$ cat src/rtl/dual_timer.sv
module dual_timer #(
  parameter int HALF_W = 16
) (
  input  logic                  clk,
  input  logic                  rst_n,
  input  logic                  bus_sel,
  input  logic                  bus_wr,
  input  logic [3:0]            bus_addr,
  input  logic [2*HALF_W-1:0]   bus_wdata,
  output logic [2*HALF_W-1:0]   bus_rdata,
  output logic                  irq
);
  localparam int FULL_W = 2 * HALF_W;
  localparam logic [1:0] M_ONE = 2'd1;
  localparam logic [1:0] M_PER = 2'd2;
  localparam logic [3:0] A_CFG = 4'd0, A_CTL = 4'd1, A_MDA = 4'd2, A_MDB = 4'd3,
                         A_LDA = 4'd4, A_LDB = 4'd5, A_CNA = 4'd6, A_CNB = 4'd7,
                         A_RAW = 4'd8, A_MSK = 4'd9, A_MST = 4'd10, A_CLR = 4'd11;

  logic              join_q;
  logic [1:0]        run_q, raw_q, mask_q;
  logic [1:0]        mode_a, mode_b;
  logic [HALF_W-1:0] load_a, load_b, cnt_a, cnt_b;

  wire              wr      = bus_sel && bus_wr;
  wire              wr_ctl  = wr && bus_addr == A_CTL;
  wire [1:0]        mode_be = join_q ? mode_a : mode_b;
  wire              ok_a    = (mode_a == M_ONE) || (mode_a == M_PER);
  wire              ok_b    = (mode_be == M_ONE) || (mode_be == M_PER);
  wire [FULL_W-1:0] cnt_f   = {cnt_b, cnt_a};
  wire [FULL_W-1:0] cnt_fm1 = cnt_f - 1'b1;
  wire              zero_a  = join_q ? (cnt_f == '0) : (cnt_a == '0);
  wire              tick_a  = run_q[0] && ok_a;
  wire              tick_b  = run_q[1] && ok_b && !join_q;
  wire              hit_a   = tick_a && zero_a;
  wire              hit_b   = tick_b && (cnt_b == '0);
  wire [1:0]        mstat   = raw_q & mask_q;

  assign irq = |mstat;

  always_comb begin
    bus_rdata = '0;
    case (bus_addr)
      A_CFG: bus_rdata[0]   = join_q;
      A_CTL: bus_rdata[1:0] = run_q;
      A_MDA: bus_rdata[1:0] = mode_a;
      A_MDB: bus_rdata[1:0] = mode_b;
      A_LDA: bus_rdata      = join_q ? {load_b, load_a} : {{HALF_W{1'b0}}, load_a};
      A_LDB: bus_rdata[HALF_W-1:0] = load_b;
      A_CNA: bus_rdata      = join_q ? cnt_f : {{HALF_W{1'b0}}, cnt_a};
      A_CNB: bus_rdata[HALF_W-1:0] = cnt_b;
      A_RAW: bus_rdata[1:0] = raw_q;
      A_MSK: bus_rdata[1:0] = mask_q;
      A_MST: bus_rdata[1:0] = mstat;
      default: bus_rdata = '0;
    endcase
  end

  always_ff @(posedge clk or negedge rst_n) begin
    if (!rst_n) begin
      join_q <= 1'b0;
      run_q  <= '0;
      raw_q  <= '0;
      mask_q <= '0;
      mode_a <= '0;
      mode_b <= '0;
      load_a <= '0;
      load_b <= '0;
      cnt_a  <= '0;
      cnt_b  <= '0;
    end else begin
      if (wr && bus_addr == A_CFG) join_q <= bus_wdata[0];
      if (wr && bus_addr == A_MDA) mode_a <= bus_wdata[1:0];
      if (wr && bus_addr == A_MDB) mode_b <= bus_wdata[1:0];
      if (wr && bus_addr == A_MSK) mask_q <= bus_wdata[1:0];
      if (wr && bus_addr == A_LDA) begin
        load_a <= bus_wdata[HALF_W-1:0];
        if (join_q) load_b <= bus_wdata[FULL_W-1:HALF_W];
      end
      if (wr && bus_addr == A_LDB && !join_q) load_b <= bus_wdata[HALF_W-1:0];

      if (wr_ctl && bus_wdata[0] && !run_q[0]) begin
        if (ok_a) begin
          run_q[0] <= 1'b1;
          cnt_a    <= load_a;
          if (join_q) cnt_b <= load_b;
        end
      end else if (wr_ctl && !bus_wdata[0]) begin
        run_q[0] <= 1'b0;
      end else if (tick_a) begin
        if (zero_a) begin
          if (mode_a == M_PER) begin
            cnt_a <= load_a;
            if (join_q) cnt_b <= load_b;
          end else begin
            run_q[0] <= 1'b0;
          end
        end else if (join_q) begin
          {cnt_b, cnt_a} <= cnt_fm1;
        end else begin
          cnt_a <= cnt_a - 1'b1;
        end
      end

      if (wr_ctl && bus_wdata[1] && !run_q[1]) begin
        if (ok_b && !join_q) begin
          run_q[1] <= 1'b1;
          cnt_b    <= load_b;
        end
      end else if (wr_ctl && !bus_wdata[1]) begin
        run_q[1] <= 1'b0;
      end else if (tick_b) begin
        if (cnt_b == '0) begin
          if (mode_b == M_PER) cnt_b <= load_b;
          else                 run_q[1] <= 1'b0;
        end else begin
          cnt_b <= cnt_b - 1'b1;
        end
      end

      if (wr && bus_addr == A_CLR) raw_q <= raw_q & ~bus_wdata[1:0];
      if (hit_a) raw_q[0] <= 1'b1;
      if (hit_b) raw_q[1] <= 1'b1;
    end
  end

  AST_ONESHOT_STOP: assert property (@(posedge clk) disable iff (!rst_n)
    hit_a && mode_a == M_ONE && !wr |=> !run_q[0] && zero_a);

  AST_PERIODIC_RELOAD: assert property (@(posedge clk) disable iff (!rst_n)
    hit_a && mode_a == M_PER && !join_q && !wr |=> run_q[0] && cnt_a == $past(load_a));

  AST_BAD_MODE_IDLE: assert property (@(posedge clk) disable iff (!rst_n)
    !ok_a && !wr |=> $stable(cnt_a) && $stable(run_q[0]));

  AST_JOIN_LOADB_DROP: assert property (@(posedge clk) disable iff (!rst_n)
    join_q && wr && bus_addr == A_LDB |=> $stable(load_b));

  AST_JOIN_NO_RUN_B: assert property (@(posedge clk) disable iff (!rst_n)
    join_q && !run_q[1] |=> !run_q[1]);

  AST_RAW_CLEAR: assert property (@(posedge clk) disable iff (!rst_n)
    wr && bus_addr == A_CLR && bus_wdata[0] && !hit_a |=> !raw_q[0]);

  AST_IRQ_RAISE: assert property (@(posedge clk) disable iff (!rst_n)
    hit_a && mask_q[0] && !wr |=> irq);
endmodule

$ cat config.mk
export PLATFORM = sky130hd
export DESIGN_NAME = dual_timer
export DESIGN_NICKNAME = d
export VERILOG_FILES = /design/src/rtl/dual_timer.sv
export SDC_FILE = /design/constraint.sdc
export NUM_CORES = 1
export LEC_CHECK = 0
export BUFFER_PORTS_ARGS = -buffer_cell sky130_fd_sc_hd__buf_2
export CAP_MARGIN = 10
export CORE_ASPECT_RATIO = 2
export CORE_MARGIN = 10
export CORE_UTILIZATION = 54
export DETAILED_ROUTE_END_ITERATION = 6
export PLACE_DENSITY = 0.78
export SYNTH_ARGS = -nofsm -noshare
export SYNTH_HDL_FRONTEND = slang
export SYNTH_SLANG_ARGS = --single-unit
export TNS_END_PERCENT = 100
$ cat constraint.sdc
create_clock -name clk -period 2.69 [get_ports clk]
set_clock_uncertainty 0.1 [all_clocks]
set_input_delay 0.1345 -clock clk [delete_from_list [all_inputs] [get_ports clk]]
set_output_delay 0.1345 -clock clk [all_outputs]
set_load 0.02 [all_outputs]
==> results of run 1 <==
## worst paths after layout
check / end / slack [ps] / cells past startpoint
min in group asynchronous: cnt_b[0] / 400 / 2
max in group asynchronous: load_b[14] / 1390 / 2
max: cnt_b[4] / 70 / 12
max reg2reg: cnt_b[4] / 70 / 12
min reg2reg: mode_a[0] / 450 / 1
min: load_b[9] / 10 / 3
## metrics by stage
stage / hold slack, ps / total power, uW / worst slack [ps]
3_3_place_gp: 251 / 4240 / 36.7
6_report: 10.9 / 5810 / 65.6
3_5_place_dp: 262 / 4310 / 13.1
2_1_floorplan: -261 / 3330 / 19.1
5_1_grt: 46.4 / 6070 / -4.50
4_1_cts: 3.68 / 5650 / 0.247
## state kept, by name, summed over array words and instances, names as in the netlist
name    flops
load_b     16
mask_q      2
mode_a      2
run_q       2
mode_b      2
cnt_a      16
cnt_b      16
load_a     16
join_q      1
raw_q       2
## timing repair
action                                 CTS  global route
setup buffers                            0             4
hold buffers                            25             0
pin swaps                                0             1
resized for setup                        1            11
setup endpoints to repair                2            30
endpoints found under the hold margin   99             0
## layer usage
metal	share of wire (%)	up-vias	routed length (um)	global-route usage [%]
li1	-	3245	-	-
met1	33	3555	9100	37.0
met2	49	617	13500	54.4
met3	9.3	189	2550	5.81
met4	8.5	0	2320	23.1
met5	0	-	0	0
## cells by family after synthesis
| family | count (synthesis) | share of synthesized area, % |
|---|---|---|
| DFF | 75 | 29.8 |
| and+or+nand+nor | 278 | 23.8 |
| AOI/OAI and AO/OA | 278 | 28.9 |
| muxes | 55 | 9.22 |
| buffers and inverters | 83 | 5.86 |
| xor gates and xnor gates | 13 | 1.81 |
| adders and majority gates | 3 | 0.596 |
## tightest hold or removal path, stage by stage
cell and delay [ps]:
buf_2 80, mux2i_1 50, o21ai_0 160
## synthesized netlist by cell type, types with 6 or more instances
library cell  instances  share of area [%]
nor2_1               55                3.3
nor4_2                6                1.2
inv_1                12               0.71
mux2_2               24                4.3
and3_1                6               0.60
mux2i_1              31                4.9
nand2b_1             11                1.1
a22o_1               19                2.6
or3_1                 6               0.60
nor2b_1               7               0.70
buf_2                14                1.1
nor4_1               10               0.99
a21oi_1              56                4.4
o221ai_1              6               0.83
a22oi_1              31                3.7
a31oi_1              11                1.1
nand3_1              19                1.5
xor2_1                6               0.83
dfrtp_1              75                 30
nor3b_1               8               0.95
nand4_1               6               0.60
nor3_1               39                3.1
o22ai_1              10               0.99
nand2_1              77                4.6
xnor2_1               7               0.97
clkbuf_1             47                2.8
o21ai_0              87                6.9
## power by group through the flow
stage	clock network [uW]	logic, uW	registers, uW
after CTS	1280	2480	1890
after global placement	0	2360	1880
final	1280	2610	1920
after detailed placement	0	2410	1900
after global routing	1320	2790	1960
after floorplan	0	1600	1720
## area by class of cell
| cell class | count | area, sq um |
|---|---|---|
| multi-input combinational | 627 | 4130 |
| fill | 898 | 3390 |
| sequential | 75 | 1880 |
| timing repair buffer | 199 | 1440 |
| clock buffer | 10 | 229 |
| tap | 142 | 178 |
| clock inverter | 6 | 71.3 |
| inverter | 12 | 45.0 |
==> impl_metrics.toml, run 1 <==
[run_status]
status = "finished, violations left"
violations = "design-rule violations"

[detailed_routing]
vias = 7606
dr.pass1.iters = 7
initialDrtViolationCount = 889
antenna_left = 0
wire_per_inst_um = 25.6
drc = 1
vias_per_cell = 7.10
wirelength_um = 27400

[cts]
cts_sinks = 75
clock-root-buffer = "clkbuf_16"
cts_tree = "yes"
h-tree-depth = 3
cts.path.max_buffers = 2
clock_latency_ps = 350
cts_buffers = 9
clkTransAtPathRegs_ps = 70

[sta]
fin_crit_ps = 2620
finalHoldViolCount = 0
timing.slew.headroom_pct = 30.2
finalCritPeriodShare_pct = 97.6
final.setup.tns_ps = 0
fmax_ghz = 0.381
drv_slew = 0
setup_violations = 0
tightest_slew_ps = 1050

[setup_path]
crit_type = "flip-flop to flip-flop"
worstSetupEndpointType = "flip-flop"
cp.required_ps = 2820
arrival_ps = 2760
cp_max_fo = 9
crit_slowest_cell = "dfrtp_1"
slowest_delay_ps = 390
path_common_cell = "buf_12"
path_buf_inv = 4
r2r_start = "cnt_b[0]"
critical_path.top_delay_family = "compound AO/OA/AOI/OAI gates"
crit_path_start = "cnt_b[0]"
crit_path_cell_trace = "inv_2, ha_2, nor4b_4, buf_4, buf_12, a41oi_4, or2_4, buf_12, a221o_1, a21oi_1, o21ai_1, a21o_1"
critPathLaunchType = "flip-flop"

[layout]
drive_gt1_share_pct = 26.8
diodes = 0
final_core_util_pct = 70.2
fin_area_sq_mm = 0.00797
final_common_cell = "buf_4"
fin_cells = 1071
syn2layout_area_growth_pct = 26.5
final_nets = 967
mostFrequentLayoutCells = "buf_4 (98), o21ai_0 (87), nand2_1 (77)"

[placement]
gp_congestion = 1.06
dp_cells = 1026
place_area_sq_mm = 0.00732
port_buffers = 72
hpwlAfterDp_um = 19300

[power]
clkPwrFrac_pct = 22.0
internal-power_uw = 3240
irDropWorstVdd_mv = 0.759
seq_power_share_pct = 33.1
p_leak_uw = 0.00330
pwr-share-comb_pct = 44.9
p_per_area_mw_per_mm2 = 729
power_switching_uw = 2570
switching_share_pct = 44.2

[flow_run]
cap_violations = 0

[global_route]
grt_pass1_wl_um = 43100
overflow = 0
grt_antenna_before_repair = 0
grt_max_degree = 76
grt_use_total_pct = 33.2
grt_pass1_vias = 7750

[floorplan]
io_pins = 73
dieArea_sq_mm = 0.0166
start_util_pct = 55.5
core_area_sq_mm = 0.0114
die_w_um = 96.4
dieHeight_um = 173
rows = 55

[yosys]
synth_seq_cells = 75
synth_cells = 785
ys_seq_area_share_pct = 29.8
synthFlopType = "dfrtp_1"
yosys_warnings = 0
syn_area_per_cell_sq_um = 8.03
synth_edf_count = 0
async_flop_share_pct = 100
synth.distinct_cells = 80
mappedNetlistNets = 828
synth_area_sq_mm = 0.00630

[hold_path]
hp-class = "input pin to flip-flop"
hp-start = "bus_wdata[25]"
(Power assumes the default switching activity.)
==> run 2, diff against run 1 <==
==> constraint.sdc (replaced) <==
create_clock -name clk -period 2.69 [get_ports clk]
set_clock_uncertainty 0.1 [all_clocks]
set_input_delay 0.538 -clock clk [delete_from_list [all_inputs] [get_ports clk]]
set_output_delay 0.538 -clock clk [all_outputs]
set_load 0.02 [all_outputs]
==> run 2 against run 1 <==
Compared with the run above:
- the flow now finishes without violations
- hold slack better by 25 ps
- first-iteration DRC count increased by 7.3%
- via count is 2.3% lower
- core utilization fell by 0.21 points
- worst setup slack got worse by 19 ps
- total power decreased by 2.3%
- final cell count increased by 0.19%
- non-clock buffer count increased by 2
- sequential cell count unchanged
- final area shrank 0.30%
- sequential share of layout area grew 0.086 points
- die area unchanged
- largest power group unchanged
==> impl_metrics.toml, run 2 (synthesis results as in run 1) <==
[layout]
regArea_sq_mm = 0.00188
fin_cells = 1073
final_nets = 969
drive_gt1_share_pct = 30.2
multi_input_area_sq_mm = 0.00415
diodes = 0
final_common_cell = "buf_4"
mostFrequentLayoutCells = "buf_4 (123), o21ai_0 (87), nand2_1 (77)"
fillers = 932
syn2layout_area_growth_pct = 26.1
fin_area_sq_mm = 0.00794

[global_route]
grt_use_total_pct = 32.1
grt_pass1_vias = 7504
grt_max_degree = 44
grt_pass1_wl_um = 41600
grt_antenna_before_repair = 0
overflow = 0

[sta]
drv_slew = 0
setup_violations = 0
tightest_slew_ps = 528
whs_ps = 35.6
finalCritPeriodShare_pct = 98.3
final.setup.tns_ps = 0
finalHoldViolCount = 0
fin_crit_ps = 2640
timing.slew.headroom_pct = 64.6
fmax_ghz = 0.378
grt_setup_unrepaired = "true"

[run_status]
status = "complete, no violations"

[floorplan]
dieArea_sq_mm = 0.0166
start_util_pct = 55.5
dieHeight_um = 173
io_pins = 73
die_w_um = 96.4
core_area_sq_mm = 0.0114
rows = 55

[cts]
postCtsHoldBufs = 0
clock_latency_ps = 350
cts_buffers = 9
cts.path.max_buffers = 2
clkTransAtPathRegs_ps = 80
h-tree-depth = 3
cts_sinks = 75
clock-root-buffer = "clkbuf_16"
cts_tree = "yes"

[setup_path]
crit_type = "flip-flop to flip-flop"
critPathLaunchType = "flip-flop"
slowest_delay_ps = 390
worstSetupEndpointType = "flip-flop"
crit_path_cell_trace = "inv_1, ha_1, nor2b_1, nand4_1, buf_4, nand2_1, o21ai_0, nand2_1, o211ai_1, a221o_1"
arrival_ps = 2790
crit_slowest_cell = "ha_1"
cp_max_fo = 6
cp.required_ps = 2840
path_common_cell = "nand2_1"

[detailed_routing]
wire_per_inst_um = 24.7
vias_per_cell = 6.93
drc = 0
vias = 7434
dr.pass1.iters = 5
wirelength_um = 26500
initialDrtViolationCount = 954
antenna_left = 0

[placement]
place_area_sq_mm = 0.00758
port_buffers = 72
hpwlAfterDp_um = 19800
dp_cells = 1055
gp_congestion = 1.10

[flow_run]
cap_violations = 0

[power]
irDropWorstVdd_mv = 0.626
fin_total_pwr_uw = 5680
p_leak_uw = 0.00331
p_per_area_mw_per_mm2 = 715

[hold_path]
hp-class = "input pin to asynchronous set/reset pin"
-- run 2: layer usage --
metal | GRT usage, % | vias up | wire length, um
met4 | 19.4 | 0 | 1680
met5 | 0 | - | 0
met1 | 35.5 | 3544 | 8940
li1 | - | 3239 | -
met2 | 53.5 | 509 | 13600
met3 | 6.68 | 142 | 2310
-- run 2: worst paths after layout --
kind | from | endpoint | slack, ps | depth (start not counted)
setup / recovery | mode_a[0] | cnt_b[15] | 50 | 10
setup reg to reg | mode_a[0] | cnt_b[15] | 50 | 10
max in group asynchronous | rst_n | cnt_a[13] | 1810 | 2
min in group clk | bus_wdata[8] | load_a[8] | 340 | 2
hold / removal | rst_n | cnt_b[1] | 40 | 1
hold reg to reg | load_a[9] | load_a[9] | 440 | 1
-- run 2: final cells by class --
cell class              instances  share of cell area [%]
well taps                     142                    2.24
multi-input cells             627                    52.2
clock buffers                   9                    2.84
inverters                      12                   0.567
repair buffers                201                    17.8
clock inverters                 7                   0.725
flip-flops and latches         75                    23.6
-- run 2: through the flow --
| step | util (%) | setup WS [ps] |
|---|---|---|
| floorplan | - | 19.1 |
| global placement | 66.7 | 50.5 |
| detailed placement | 66.7 | -22.9 |
| CTS | 69.2 | 43.6 |
| global route | 70.0 | -5.64 |
| finish | 70.0 | 46.8 |
-- run 2: where the power goes --
part	switching [uW]	internal [uW]	leakage, uW	total (uW)
clock network	568	641	0.000135	1210
logic	1460	1080	0.00224	2540
registers	492	1440	0.000935	1930
total	2520	3160	0.00331	5680
-- run 2: critical path, delay by kind of cell (launching register included) --
kind / cells / cell delay (ps)
flops: 1 / 370
simple gates: 4 / 810
fa+ha+maj: 1 / 390
compound gates: 3 / 570
buf+inv: 2 / 310
-- run 2: what timing repair did --
action	in CTS	in global routing
buffers inserted	0	2
endpoints found under the setup margin	0	34
gates resized for setup	0	17
